File: config.mk
export PLATFORM = sky130hd
export DESIGN_NAME = dbg_inject_guard
export DESIGN_NICKNAME = d
export VERILOG_FILES = /design/src/rtl/dbg_inject_pkg.sv /design/src/rtl/dbg_inject_ctx.sv /design/src/rtl/dbg_inject_rule.sv /design/src/rtl/dbg_inject_sticky.sv /design/src/rtl/dbg_inject_guard.sv
export SDC_FILE = /design/constraint.sdc
export NUM_CORES = 1
export LEC_CHECK = 0
export ABC_AREA = 1
export BUFFER_PORTS_ARGS = -buffer_cell sky130_fd_sc_hd__buf_2
export CORE_MARGIN = 2
export CORE_UTILIZATION = 23
export CTS_BUF_LIST = sky130_fd_sc_hd__clkbuf_4
export DETAILED_ROUTE_END_ITERATION = 6
export PLACE_DENSITY = 0.52
export SETUP_SLACK_MARGIN = 0.2
export SLEW_MARGIN = 10
export SYNTH_ARGS = -nofsm -noshare
export SYNTH_HDL_FRONTEND = slang
export SYNTH_SLANG_ARGS = --single-unit
File: constraint.sdc
create_clock -name clk_i -period 1.9 [get_ports clk_i]
set_clock_uncertainty 0.2 [all_clocks]
set_input_delay 0.475 -clock clk_i [delete_from_list [all_inputs] [get_ports clk_i]]
set_output_delay 0.475 -clock clk_i [all_outputs]
set_load 0.01 [all_outputs]
File: src/rtl/dbg_inject_pkg.sv
package dbg_inject_pkg;
  localparam int unsigned MODE_W = 5;
  localparam logic [MODE_W-1:0] MODE_USR = 5'h10;
  localparam logic [MODE_W-1:0] MODE_MON = 5'h16;

  typedef enum logic [1:0] {
    V_EXEC  = 2'd0,
    V_DROP  = 2'd1,
    V_UNDEF = 2'd2
  } verdict_e;

  typedef enum logic [1:0] {
    C_PSR   = 2'd0,
    C_SCR   = 2'd1,
    C_DBGCP = 2'd2,
    C_SYSCP = 2'd3
  } iclass_e;

  typedef struct packed {
    logic cur_sec;
    logic cur_priv;
    logic priv_ok;
    logic tgt_ok;
  } ctx_t;
endpackage

File: src/rtl/dbg_inject_ctx.sv
module dbg_inject_ctx
  import dbg_inject_pkg::*;
#(
  parameter int unsigned               MW       = MODE_W,
  parameter logic [MW-1:0]             USR_CODE = MODE_USR,
  parameter logic [MW-1:0]             MON_CODE = MODE_MON
) (
  input  logic [MW-1:0] mode_i,
  input  logic [MW-1:0] new_mode_i,
  input  logic          ns_i,
  input  logic          dbgen_i,
  input  logic          spiden_i,
  output ctx_t          ctx_o
);
  logic full_en, tgt_sec, tgt_priv;

  assign full_en = dbgen_i & spiden_i;

  // Monitor is secure regardless of ns
  assign ctx_o.cur_sec  = ~ns_i | (mode_i == MON_CODE);
  assign ctx_o.cur_priv = (mode_i != USR_CODE);
  assign ctx_o.priv_ok  = ctx_o.cur_sec ? full_en : dbgen_i;

  assign tgt_sec  = ~ns_i | (new_mode_i == MON_CODE);
  assign tgt_priv = (new_mode_i != USR_CODE);
  assign ctx_o.tgt_ok = (tgt_sec & tgt_priv) ? full_en : dbgen_i;
endmodule

File: src/rtl/dbg_inject_rule.sv
module dbg_inject_rule
  import dbg_inject_pkg::*;
(
  input  ctx_t       ctx_i,
  input  logic [1:0] iclass_i,
  input  logic       dbg_op_i,
  input  logic [1:0] sys_lvl_i,
  input  logic       mode_upd_i,
  input  logic       aif_upd_i,
  output verdict_e   verdict_o,
  output logic       mode_wr_o,
  output logic       aif_wr_o
);
  logic sec_ok, sys_ok;

  assign sec_ok = ctx_i.cur_sec & (ctx_i.cur_priv | ctx_i.priv_ok);

  always_comb begin
    unique case (sys_lvl_i)
      2'd0:    sys_ok = 1'b1;
      2'd1:    sys_ok = ctx_i.cur_priv | ctx_i.priv_ok;
      default: sys_ok = sec_ok;
    endcase
  end

  always_comb begin
    verdict_o = V_EXEC;
    mode_wr_o = 1'b0;
    aif_wr_o  = 1'b0;
    unique case (iclass_i)
      C_PSR: begin
        aif_wr_o  = aif_upd_i & ctx_i.priv_ok;
        mode_wr_o = mode_upd_i & ctx_i.priv_ok & ctx_i.tgt_ok;
        if ((aif_upd_i & ~aif_wr_o) | (mode_upd_i & ~mode_wr_o))
          verdict_o = V_DROP;
      end
      C_SCR: if (!sec_ok) verdict_o = V_UNDEF;
      C_DBGCP: if (!dbg_op_i && !sys_ok) verdict_o = V_UNDEF;
      default: if (!sys_ok) verdict_o = V_UNDEF;
    endcase
  end
endmodule

File: src/rtl/dbg_inject_sticky.sv
module dbg_inject_sticky (
  input  logic clk_i,
  input  logic rst_ni,
  input  logic set_i,
  input  logic clr_i,
  output logic flag_o
);
  always_ff @(posedge clk_i or negedge rst_ni) begin
    if (!rst_ni) flag_o <= 1'b0;
    else         flag_o <= set_i | (flag_o & ~clr_i);
  end
endmodule

File: src/rtl/dbg_inject_guard.sv
module dbg_inject_guard
  import dbg_inject_pkg::*;
#(
  parameter int unsigned   MW       = MODE_W,
  parameter logic [MW-1:0] USR_CODE = MODE_USR,
  parameter logic [MW-1:0] MON_CODE = MODE_MON
) (
  input  logic          clk_i,
  input  logic          rst_ni,
  input  logic          req_valid_i,
  input  logic [1:0]    iclass_i,
  input  logic          dbg_op_i,
  input  logic [1:0]    sys_lvl_i,
  input  logic [MW-1:0] mode_i,
  input  logic          ns_i,
  input  logic          dbgen_i,
  input  logic          spiden_i,
  input  logic [MW-1:0] new_mode_i,
  input  logic          mode_upd_i,
  input  logic          aif_upd_i,
  input  logic          sticky_clr_i,
  output logic          done_o,
  output logic [1:0]    verdict_o,
  output logic          mode_wr_en_o,
  output logic          aif_wr_en_o,
  output logic          sticky_undef_o
);
  ctx_t     ctx;
  verdict_e verdict_d;
  logic     mode_wr_d, aif_wr_d;

  dbg_inject_ctx #(.MW(MW), .USR_CODE(USR_CODE), .MON_CODE(MON_CODE)) u_ctx (
    .mode_i     (mode_i),
    .new_mode_i (new_mode_i),
    .ns_i       (ns_i),
    .dbgen_i    (dbgen_i),
    .spiden_i   (spiden_i),
    .ctx_o      (ctx)
  );

  dbg_inject_rule u_rule (
    .ctx_i      (ctx),
    .iclass_i   (iclass_i),
    .dbg_op_i   (dbg_op_i),
    .sys_lvl_i  (sys_lvl_i),
    .mode_upd_i (mode_upd_i),
    .aif_upd_i  (aif_upd_i),
    .verdict_o  (verdict_d),
    .mode_wr_o  (mode_wr_d),
    .aif_wr_o   (aif_wr_d)
  );

  dbg_inject_sticky u_sticky (
    .clk_i  (clk_i),
    .rst_ni (rst_ni),
    .set_i  (req_valid_i && (verdict_d == V_UNDEF)),
    .clr_i  (sticky_clr_i),
    .flag_o (sticky_undef_o)
  );

  always_ff @(posedge clk_i or negedge rst_ni) begin
    if (!rst_ni) begin
      done_o       <= 1'b0;
      verdict_o    <= V_EXEC;
      mode_wr_en_o <= 1'b0;
      aif_wr_en_o  <= 1'b0;
    end else begin
      done_o <= req_valid_i;
      if (req_valid_i) begin
        verdict_o    <= verdict_d;
        mode_wr_en_o <= mode_wr_d;
        aif_wr_en_o  <= aif_wr_d;
      end
    end
  end
endmodule

* After elaboration in Yosys (flattened, before gate mapping)
Cells that the tools add are included.
** Storage, ports and cells
- Bits in registers :: 6
- Bits of input ports :: 24
- Output and inout bits :: 6
- Word-level logic and storage cells :: 47
** Operators by class
- Equality and inequality tests :: 8
- Mux-type cells :: 10
- Bitwise gates (word level) :: 18
- Reductions and logical operators :: 6
** Operators by type and width (number)
- $eq 5x5->1 const B :: 2
- $ne 5x5->1 const B :: 2
- $and 1x1->1 :: 9
- $mux 2 :: 3
- $pmux 2 s3 :: 1
- $mux 1 :: 5
- $or 1x1->1 :: 5
- $eq 2x1->1 const B :: 2
- $eq 2x2->1 const B :: 2
- $logic_not 2->1 :: 2
- $not 1->1 :: 4
- $logic_and 1x1->1 :: 2
- $logic_not 1->1 :: 2
- $pmux 1 s2 :: 1

* Depth between registers and ports, before layout
Gate-level depths: netlist of run 1.
- Word-level depth :: 13
- Mapped depth :: 10
- Mapped depth without buffers :: 10

* Modules after synthesis
A second synthesis of run 1 with hierarchy kept.
** Second synthesis, totals
- Cells, all modules :: 74
- Area, all modules :: 436.7 µm²
** By module, submodules not included
- dbg_inject_guard :: times used 1, cells an instance 21, area each 187.7 µm², sequential area each 125.1 µm²
- dbg_inject_ctx :: times used 1, cells an instance 27, area each 121.4 µm², sequential area each 0.0 µm²
- dbg_inject_rule :: times used 1, cells an instance 21, area each 87.6 µm², sequential area each 0.0 µm²
- dbg_inject_sticky :: times used 1, cells an instance 5, area each 40.0 µm², sequential area each 25.0 µm²

* Least setup slack after synthesis of run 1
OpenSTA, ideal clock, no wires.
- Path kind :: in2reg
- Start point :: input port mode_i[1]
- End point :: register verdict_o[0]
- Setup time :: 117 ps
- Data arrival time :: 1042 ps
- Data required time :: 1583 ps
- Slack :: 541 ps
- Cell stages on the path :: 9
- Path through :: nand2_1 -> nand3b_1 -> nand2_1 -> nand2_1 -> nand2_2 -> nor2_1 -> nor2_1 -> nand3_1 -> nand2_1
** On the way
- Cells in the longest elaborated chain, start to end :: 10
- Elaborated cells on any way between the ends :: 13
- Classes of those cells :: eq/ne: 1; mux: 3; bitwise: 9
** Ends and longest elaborated chain
- from (decl) :: RTL line dbg_inject_guard.sv:14 : input logic [MW-1:0] mode_i,
- $eq 5x5->1 (*) :: RTL line dbg_inject_ctx.sv:20 : assign ctx_o.cur_sec = ~ns_i | (mode_i == MON_CODE);
- $or 1x1->1 (*) :: RTL line dbg_inject_ctx.sv:20
- $mux 1 (*) :: RTL line dbg_inject_ctx.sv:22 : assign ctx_o.priv_ok = ctx_o.cur_sec ? full_en : dbgen_i;
- $and 1x1->1 (2 in a row) :: RTL line dbg_inject_rule.sv:33 : mode_wr_o = mode_upd_i & ctx_i.priv_ok & ctx_i.tgt_ok;
- $not 1->1 :: RTL line dbg_inject_rule.sv:34 : if ((aif_upd_i & ~aif_wr_o) | (mode_upd_i & ~mode_wr_o))
- $and 1x1->1 :: RTL line dbg_inject_rule.sv:34
- $or 1x1->1 (*) :: RTL line dbg_inject_rule.sv:34
- $mux 1 (*) :: RTL line dbg_inject_rule.sv:34
- $pmux 2 s3 (*) :: RTL line dbg_inject_rule.sv:30 : unique case (iclass_i)
- to (signal assigned) :: RTL line dbg_inject_guard.sv:70 : verdict_o <= verdict_d;
- to (decl) :: RTL line dbg_inject_guard.sv:23 : output logic [1:0] verdict_o,
Mark *: on every way between the ends. The rest lies on a longest branch, timed or not.
A chain may end at the register's enable or synchronous reset.

* Final worst setup path of run 1
- Start point :: register aif_wr_en_o
- End point :: output port aif_wr_en_o
** RTL lines
- from (decl) :: RTL line dbg_inject_guard.sv:25 : output logic aif_wr_en_o,
- from (signal assigned) :: RTL line dbg_inject_guard.sv:72 : aif_wr_en_o <= aif_wr_d;
No word-level cell between the ends.

==> impl_metrics.toml, run 1 <==
[yosys]
synth_area_um2 = 364
synth_top_area_cell = "dfrtp_1"
ys_seq_area_share_pct = 41.2
yosys_warnings = 0
ys_ff_latch = 6
syn_avg_cell_area_um2 = 6.39
synth_cells = 57
netlist_top_cells_area = "dfrtp_1, nand2_1, inv_1"
syn_nets = 81
synth_cell_types = 11
yosysTopAreaCellShare_pct = 41.2

[global_route]
grt_pass1_wl_um = 1490
grtUsageTotal_pct = 10.8
overflow = 0
grt_max_degree = 7
grt_pass1_vias = 393
antenna_found_initial = 0

[cts]
htreeDepth = 1
numCtsBuffers = 3
tritoncts = "done"
clockBufferDepth = 2
worstSkewPairLatency_ns = 0.24
clk_pin_slew_worst_paths_ns = 0.04
cts_resized = 0
cts-root-buf = "clkbuf_4"
cts_sinks = 6

[routing]
drtAntennaViolNets = 0
wirelength_um = 877
routed_via_density = 4.24
dr.pass1.iters = 4
vias = 449
wl_per_cell_um = 8.27
first_iter_violations = 8
drc_errors = 0

[worst_setup_path]
crit_required_ns = 1.22
cp.arrival_ns = 0.76
cp-end-kind = "output port"
critPathMaxStageDelay_ns = 0.38
critPathSlowestCell = "dfrtp_1"
crit_type = "flop to output port"
crit_family = "flip-flops"
path_cells = "buf_2"
worstPathMaxFanout = 2
crit_buf_inv = 1
start_kind = "flop"

[floorplanning]
fp.coreArea_um2 = 1490
start_util_pct = 24.5
fp.dieArea_um2 = 1920
ios = 30
rows = 14
die_h_um = 43.8
die_x_um = 43.8

[placement]
dp_hpwl_um = 768
io_buffers = 29
routabilityCongestion = 0.666

[hold_path]
hold_class = "input pin to flop"

[timing]
hold_viol = 0
worst_slew_pin_slew_ns = 0.241
fmax_mhz = 696
setup_viol = 0
slew_violations = 0
max_slew_margin_pct = 83.8
totalNegativeSetupSlack_ns = 0
final.min_clock_period_ns = 1.44
period_share_pct = 75.6
rsz0062_at_grt = "false"

[final_layout]
antenna-diode-count = 0
final_util_pct = 37.7
layout-drive-gt1-share_pct = 36.7
fin_nets = 116
syn2layout_area_growth_pct = 54.3

[run]
cap_violations = 0

[power_and_ir_drop]
p_per_area_nw_per_um2 = 583
max-vdd-ir-drop_v = 0.000146
p_leak_nw = 0.352

[outcome]
status = "completed"
## where the power goes
| group | switching, mW | internal (mW) |
|---|---|---|
| sequential | 0.00331 | 0.136 |
| clock | 0.0451 | 0.0714 |
| combinational | 0.0370 | 0.0350 |
## per-stage QoR
step	cell area [um2]	hold WS, ns	power [mW]	setup WS, ns	instances
2_1_floorplan	364	-0.0206	0.170	0.541	57
3_3_place_gp	529	0.105	0.211	0.372	102
6_report	562	0.205	0.328	0.463	106
4_1_cts	562	0.200	0.331	0.462	106
5_1_grt	562	0.204	0.348	0.435	106
3_5_place_dp	529	0.106	0.212	0.333	102
## layout make-up
cell class	count	area (um2)
fill	178	927
multi-input combinational	42	180
tap	16	20.0
clock buffer	3	22.5
sequential	6	150
timing repair buffer	30	155
inverter	9	33.8
## flip-flops by register name, indices dropped and copies added, names as in the netlist
name             flops
done_o               1
verdict_o            2
mode_wr_en_o         1
aif_wr_en_o          1
u_sticky.flag_o      1
## logic make-up (layout without fill, tap and decap cells)
group	count (synthesis)	after routing	synth area share, %
flops	6	6	41.2
buf+inv	9	42	9.28
simple gates	39	39	45.4
compound gates	3	3	4.12
## metal layers
layer / track usage, % / share of wire (%) / vias up
met5: 0 / 0 / -
met4: 9.09 / 0.57 / 0
met3: 2.92 / 12 / 2
met2: 16.8 / 42 / 24
met1: 12.1 / 46 / 177
li1: - / - / 246
## synthesized netlist by cell type
| cell | instances |
|---|---|
| nand3_1 | 6 |
| nor4_1 | 1 |
| inv_1 | 9 |
| nor2_1 | 9 |
| nand3b_1 | 1 |
| nand2_1 | 19 |
| o21ai_1 | 1 |
| dfrtp_1 | 6 |
| nor3_1 | 2 |
| nand2_2 | 1 |
| o21ai_0 | 2 |
## placed cells by master (no fill, tap or decap)
cell type	synthesis	routed
buf_2	0	29
nand2_1	19	19
nor2_1	9	9
inv_1	9	9
nand3_1	6	6
dfrtp_1	6	6
clkbuf_4	0	3
nor3_1	2	2
o21ai_0	2	2
nand3b_1	1	1
nand2_2	1	1
nor4_1	1	1
o21ai_1	1	1
dlygate4sd3_1	0	1
## what timing repair did
action | 4_1_cts | 5_1_grt
endpoints found under the hold margin | 6 | 0
setup buffers | 0 | 0
hold buffers | 1 | 0
## path summary, 6_finish.rpt
kind                       cells past startpoint  slack, ns            to         start
min reg2reg                                    2       0.27  verdict_o[0]  verdict_o[0]
max reg2reg                                    2       1.07   aif_wr_en_o   aif_wr_en_o
max                                            1       0.46   aif_wr_en_o   aif_wr_en_o
min                                            1       0.21        done_o   req_valid_i
max in group asynchronous                      2       0.98        done_o        rst_ni
min in group asynchronous                      2       0.38   aif_wr_en_o        rst_ni
Power figures use the tool's default switching activity.
==> run 2, diff against run 1 <==
PLACE_DENSITY = 0.54   (was 0.52)
clock period = 1.2 ns   (was 1.9 ns; I/O delays follow)
==> run 2 against run 1 <==
The flow now finishes with violations (setup timing). Register-to-register slack got worse by 0.88 ns. Clock power increased by 56%. Sequential share of layout area decreased by 5.8 points. Count of clock-buffer cells in the layout unchanged. Sequential power increased by 58%. Final area increased by 28%. Non-clock buffer count increased by 7. Critical endpoint is now verdict_o[0]. Highest routed layer unchanged.
==> impl_metrics.toml, run 2 (synthesis gave the netlist of run 1 again) <==
[final_layout]
final_cell_mix = "buf_2, nand2_1, inv_1"
multiInputGateArea_um2 = 221
final_common_cell = "buf_2"
layout-drive-gt1-share_pct = 49.5
register_area_um2 = 150
final_util_pct = 48.2
fin_nets = 123
syn2layout_area_growth_pct = 96.9
antenna-diode-count = 0
top_register = "verdict_o"
num-fill-cells = 148
largest_register_ff_count = 2

[global_route]
grtUsageTotal_pct = 10.8
grt_max_degree = 7
grt_pass1_vias = 421
grt_pass1_wl_um = 1510
overflow = 0
antenna_found_initial = 0

[worst_setup_path]
r2r_slack_ns = 0.19
critPathSlowestCell = "dfrtp_1"
crit_type = "flop to output port"
crit_required_ns = 0.70
cp.arrival_ns = 0.74
crit_cells = 1
crit_path_start = "verdict_o[0]"
r2r_cells = 4
start_kind = "flop"
endpoint = "verdict_o[0]"
rr_endpoint = "aif_wr_en_o"
critPathMaxStageDelay_ns = 0.36
worstPathMaxFanout = 2
crit_buf_inv = 1
cp-end-kind = "output port"
r2r_start = "aif_wr_en_o"
crit_family = "flip-flops"
path_cells = "buf_2"

[timing]
fin_hold_ws_ns = 0.0275
slew_violations = 0
hold_viol = 0
worst_slew_pin_slew_ns = 0.379
rsz0062_at_grt = "true"
setup_viol = 6
fmax_mhz = 805
period_share_pct = 103
fin_ws_ns = -0.0420
max_slew_margin_pct = 74.5
final.min_clock_period_ns = 1.24

[floorplanning]
die_x_um = 43.8
start_util_pct = 24.5
rows = 14
die_h_um = 43.8
fp.coreArea_um2 = 1490
fp.dieArea_um2 = 1920
ios = 30

[cts]
tritoncts = "done"
worstSkewPairLatency_ns = 0.24
clockBufferDepth = 2
htreeDepth = 1
clk_pin_slew_worst_paths_ns = 0.04
numCtsBuffers = 3
cts_sinks = 6
cts-root-buf = "clkbuf_4"

[outcome]
violations = "setup timing"
status = "finished with violations"

[power_and_ir_drop]
p_total_uw = 568
p_leak_nw = 0.413
p_per_area_nw_per_um2 = 792
max-vdd-ir-drop_v = 0.000262

[routing]
wl_per_cell_um = 8.49
wirelength_um = 959
vias = 481
drtAntennaViolNets = 0
dr.pass1.iters = 2
routed_via_density = 4.26
first_iter_violations = 2
drc_errors = 0

[run]
cap_violations = 0

[placement]
dp_hpwl_um = 770
routabilityCongestion = 0.718
io_buffers = 29

[hold_path]
hold_class = "input pin to flop"
## run 2: cell count changes in the layout (fill, tap and decap cells not counted), moves of 3 or more
cell / previous run / this run
buf_6: 0 / 7
nor2_1: 9 / 5
buf_4: 0 / 6
nor2_4: 0 / 3
buf_2: 29 / 21
## run 2: cell type report
cell class                      instances  area share [%]
Tap cell                               16            2.79
Inverter                                9            4.71
Sequential cell                         6            20.9
Timing Repair Buffer                   37            37.5
Clock buffer                            3            3.14
Multi-Input combinational cell         42            30.9
## run 2: worst min-delay path by stage
stage                                  to  cells after the start  slack [ns]   startpoint
after floorplan               aif_wr_en_o                      0       -0.20       rst_ni
after global placement    u_sticky.flag_o                      1       -0.07       rst_ni
after detailed placement  u_sticky.flag_o                      1       -0.07       rst_ni
after CTS                          done_o                      1        0.03  req_valid_i
after global routing               done_o                      1        0.03  req_valid_i
final                              done_o                      1        0.03  req_valid_i
## run 2: worst register-to-register path, stage by stage, from the launching register on
cell     delay, ns
dfrtp_1       0.36
buf_4         0.13
buf_6         0.10
nand2_1       0.05
o21ai_1       0.05
## run 2: what timing repair did
item	4_1_cts	5_1_grt
hold endpoints to repair	6	0
setup endpoints to repair	10	11
pin swaps	15	10
hold buffers	1	0
buffers inserted	2	3
resized for setup	15	7
## run 2: stage by stage
step | setup TNS [ns] | area (um2) | cells | setup slack [ns]
6_report | -0.219 | 717 | 113 | -0.0420
5_1_grt | -0.352 | 717 | 113 | -0.0749
4_1_cts | -0.248 | 673 | 110 | -0.0508
3_5_place_dp | -0.635 | 549 | 104 | -0.179
3_3_place_gp | -0.514 | 549 | 104 | -0.146
2_1_floorplan | 0 | 369 | 57 | 0.0239
## run 2: layer usage
metal	global-route usage (%)	wire (um)	share of wire, %
met1	10.6	361	38
met2	19.1	464	48
met3	4.58	117	12
met4	5.45	17	1.8
met5	0	0	0
## run 2: where the power goes
group / switching [mW] / internal, mW / leakage, nW / total (mW)
registers: 0.00444 / 0.215 / 0.0791 / 0.219
logic: 0.0723 / 0.0945 / 0.320 / 0.167
clock network: 0.0687 / 0.113 / 0.0138 / 0.182
total: 0.145 / 0.422 / 0.413 / 0.568
==> run 3, diff against run 2 <==
PLACE_DENSITY = 0.52   (was 0.54)
clock period = 1.4 ns   (was 1.2 ns; I/O delays follow)
==> run 3 against run 2 <==
The run now ends clean. Final area fell by 1.0%. Die area is the same. Core utilization shrank 0.50 points. Cell count up 1.8%. First-iteration DRC count decreased by 100%. Critical path depth is the same. Combinational power is 16% lower. Sequential share of layout area grew 0.22 points. Sequential cell count unchanged. Clock power down 14%. Global-route usage rose by 0.55 points. Count of clock-buffer cells in the layout stayed put. Highest routed layer unchanged.
==> impl_metrics.toml, run 3 (synthesis gave the netlist of run 1 again) <==
[power_and_ir_drop]
pwr-share-comb_pct = 29.0
power.switching_uw = 124
p_sw_share_pct = 25.6
clkPwrFrac_pct = 32.3
max-vdd-ir-drop_v = 0.000193
p_leak_nw = 0.418
power_frac_seq_pct = 38.7
p_per_area_nw_per_um2 = 684
intPower_uw = 361

[timing]
max_slew_margin_pct = 83.3
slew_violations = 0
rsz0062_at_grt = "true"
period_share_pct = 92.8
worst_slew_pin_slew_ns = 0.249
final.min_clock_period_ns = 1.30
hold_viol = 0
fin_hold_ws_ns = 0.0766
fmax_mhz = 769
setup_viol = 0

[worst_setup_path]
worstPathMaxFanout = 2
critPathSlowestCell = "dfrtp_1"
cp-end-kind = "output port"
path_cells = "buf_2"
cp.arrival_ns = 0.75
crit_required_ns = 0.85
start_kind = "flop"
crit_buf_inv = 1
critPathMaxStageDelay_ns = 0.37
crit_type = "flop to output port"
crit_family = "flip-flops"

[floorplanning]
fp.coreArea_um2 = 1490
rows = 14
ios = 30
fp.dieArea_um2 = 1920
die_x_um = 43.8
start_util_pct = 24.5
die_h_um = 43.8

[final_layout]
top_register = "verdict_o"
fin_nets = 125
syn2layout_area_growth_pct = 94.8
largest_register_ff_count = 2
final_cell_mix = "buf_2, nand2_1, inv_1, buf_4"
antenna-diode-count = 0
stdcell_count = 115
final_common_cell = "buf_2"
layout-drive-gt1-share_pct = 50.5
final_util_pct = 47.6

[routing]
vias = 492
wl_per_cell_um = 8.30
drc_errors = 0
routed_via_density = 4.28
dr.pass1.iters = 1
first_iter_violations = 0
wirelength_um = 955
drtAntennaViolNets = 0

[run]
cap_violations = 0

[placement]
placed_cells = 104
dp_hpwl_um = 753
routabilityCongestion = 0.660
io_buffers = 29

[cts]
htreeDepth = 1
worstSkewPairLatency_ns = 0.24
numCtsBuffers = 3
cts-root-buf = "clkbuf_4"
clk_pin_slew_worst_paths_ns = 0.04
clockBufferDepth = 2
cts_sinks = 6
tritoncts = "done"

[global_route]
overflow = 0
grt_pass1_wl_um = 1580
grt_pass1_vias = 431
grt_max_degree = 7
grtUsageTotal_pct = 11.3
antenna_found_initial = 0

[hold_path]
hold_class = "input pin to flop"

[outcome]
status = "completed"
run 3: what timing repair did:
action	in CTS	in global routing
gates resized for setup	0	17
setup endpoints to repair	6	9
buffers inserted	4	3
hold endpoints to repair	6	0
pin swaps	0	16
hold buffers	1	0
run 3: routing by layer:
| metal | part of all wire, % | vias up | global-route usage, % |
|---|---|---|---|
| li1 | - | 263 | - |
| met1 | 39 | 200 | 12.0 |
| met2 | 49 | 25 | 17.9 |
| met3 | 10 | 4 | 4.17 |
| met4 | 2.2 | 0 | 9.09 |
| met5 | 0 | - | 0 |
run 3: area by class of cell:
type,instances,area [um2]
multi-input cells,42,213
well taps,16,20.0
fillers,153,779
flip-flops and latches,6,150
repair buffers,39,270
clock buffers,3,22.5
inverters,9,33.8
run 3: path summary, 6_finish.rpt:
| kind | end | startpoint | cells after the start | slack (ns) |
|---|---|---|---|---|
| max | verdict_o[1] | verdict_o[1] | 1 | 0.10 |
| min | done_o | req_valid_i | 1 | 0.08 |
| max reg2reg | aif_wr_en_o | aif_wr_en_o | 4 | 0.36 |
| min reg2reg | verdict_o[1] | verdict_o[1] | 2 | 0.28 |
| max in group asynchronous | done_o | rst_ni | 2 | 0.59 |
| min in group asynchronous | aif_wr_en_o | rst_ni | 2 | 0.26 |
run 3: worst reg2reg max path, stage by stage, from the launching register on:
cell and delay (ns):
dfrtp_1 0.37, buf_4 0.13, buf_4 0.12, nand2_1 0.05, o21ai_0 0.06
run 3: stage by stage:
step	worst slack, ns	instance area [um2]	total power, mW	TNS, ns
after floorplan	0.174	369	0.233	0
after global placement	0.00188	549	0.293	0
after detailed placement	-0.0335	549	0.294	-0.0805
after CTS	0.0936	612	0.465	0
after global routing	0.0677	709	0.521	0
final	0.100	709	0.486	0
run 3: power by group through the flow:
stage               Combinational, mW  Sequential, mW  Clock, mW
global route                    0.159           0.189      0.174
CTS                             0.114           0.188      0.163
global placement                0.103           0.191          0
floorplan                      0.0359           0.197          0
detailed placement              0.103           0.191          0
finish                          0.141           0.188      0.157
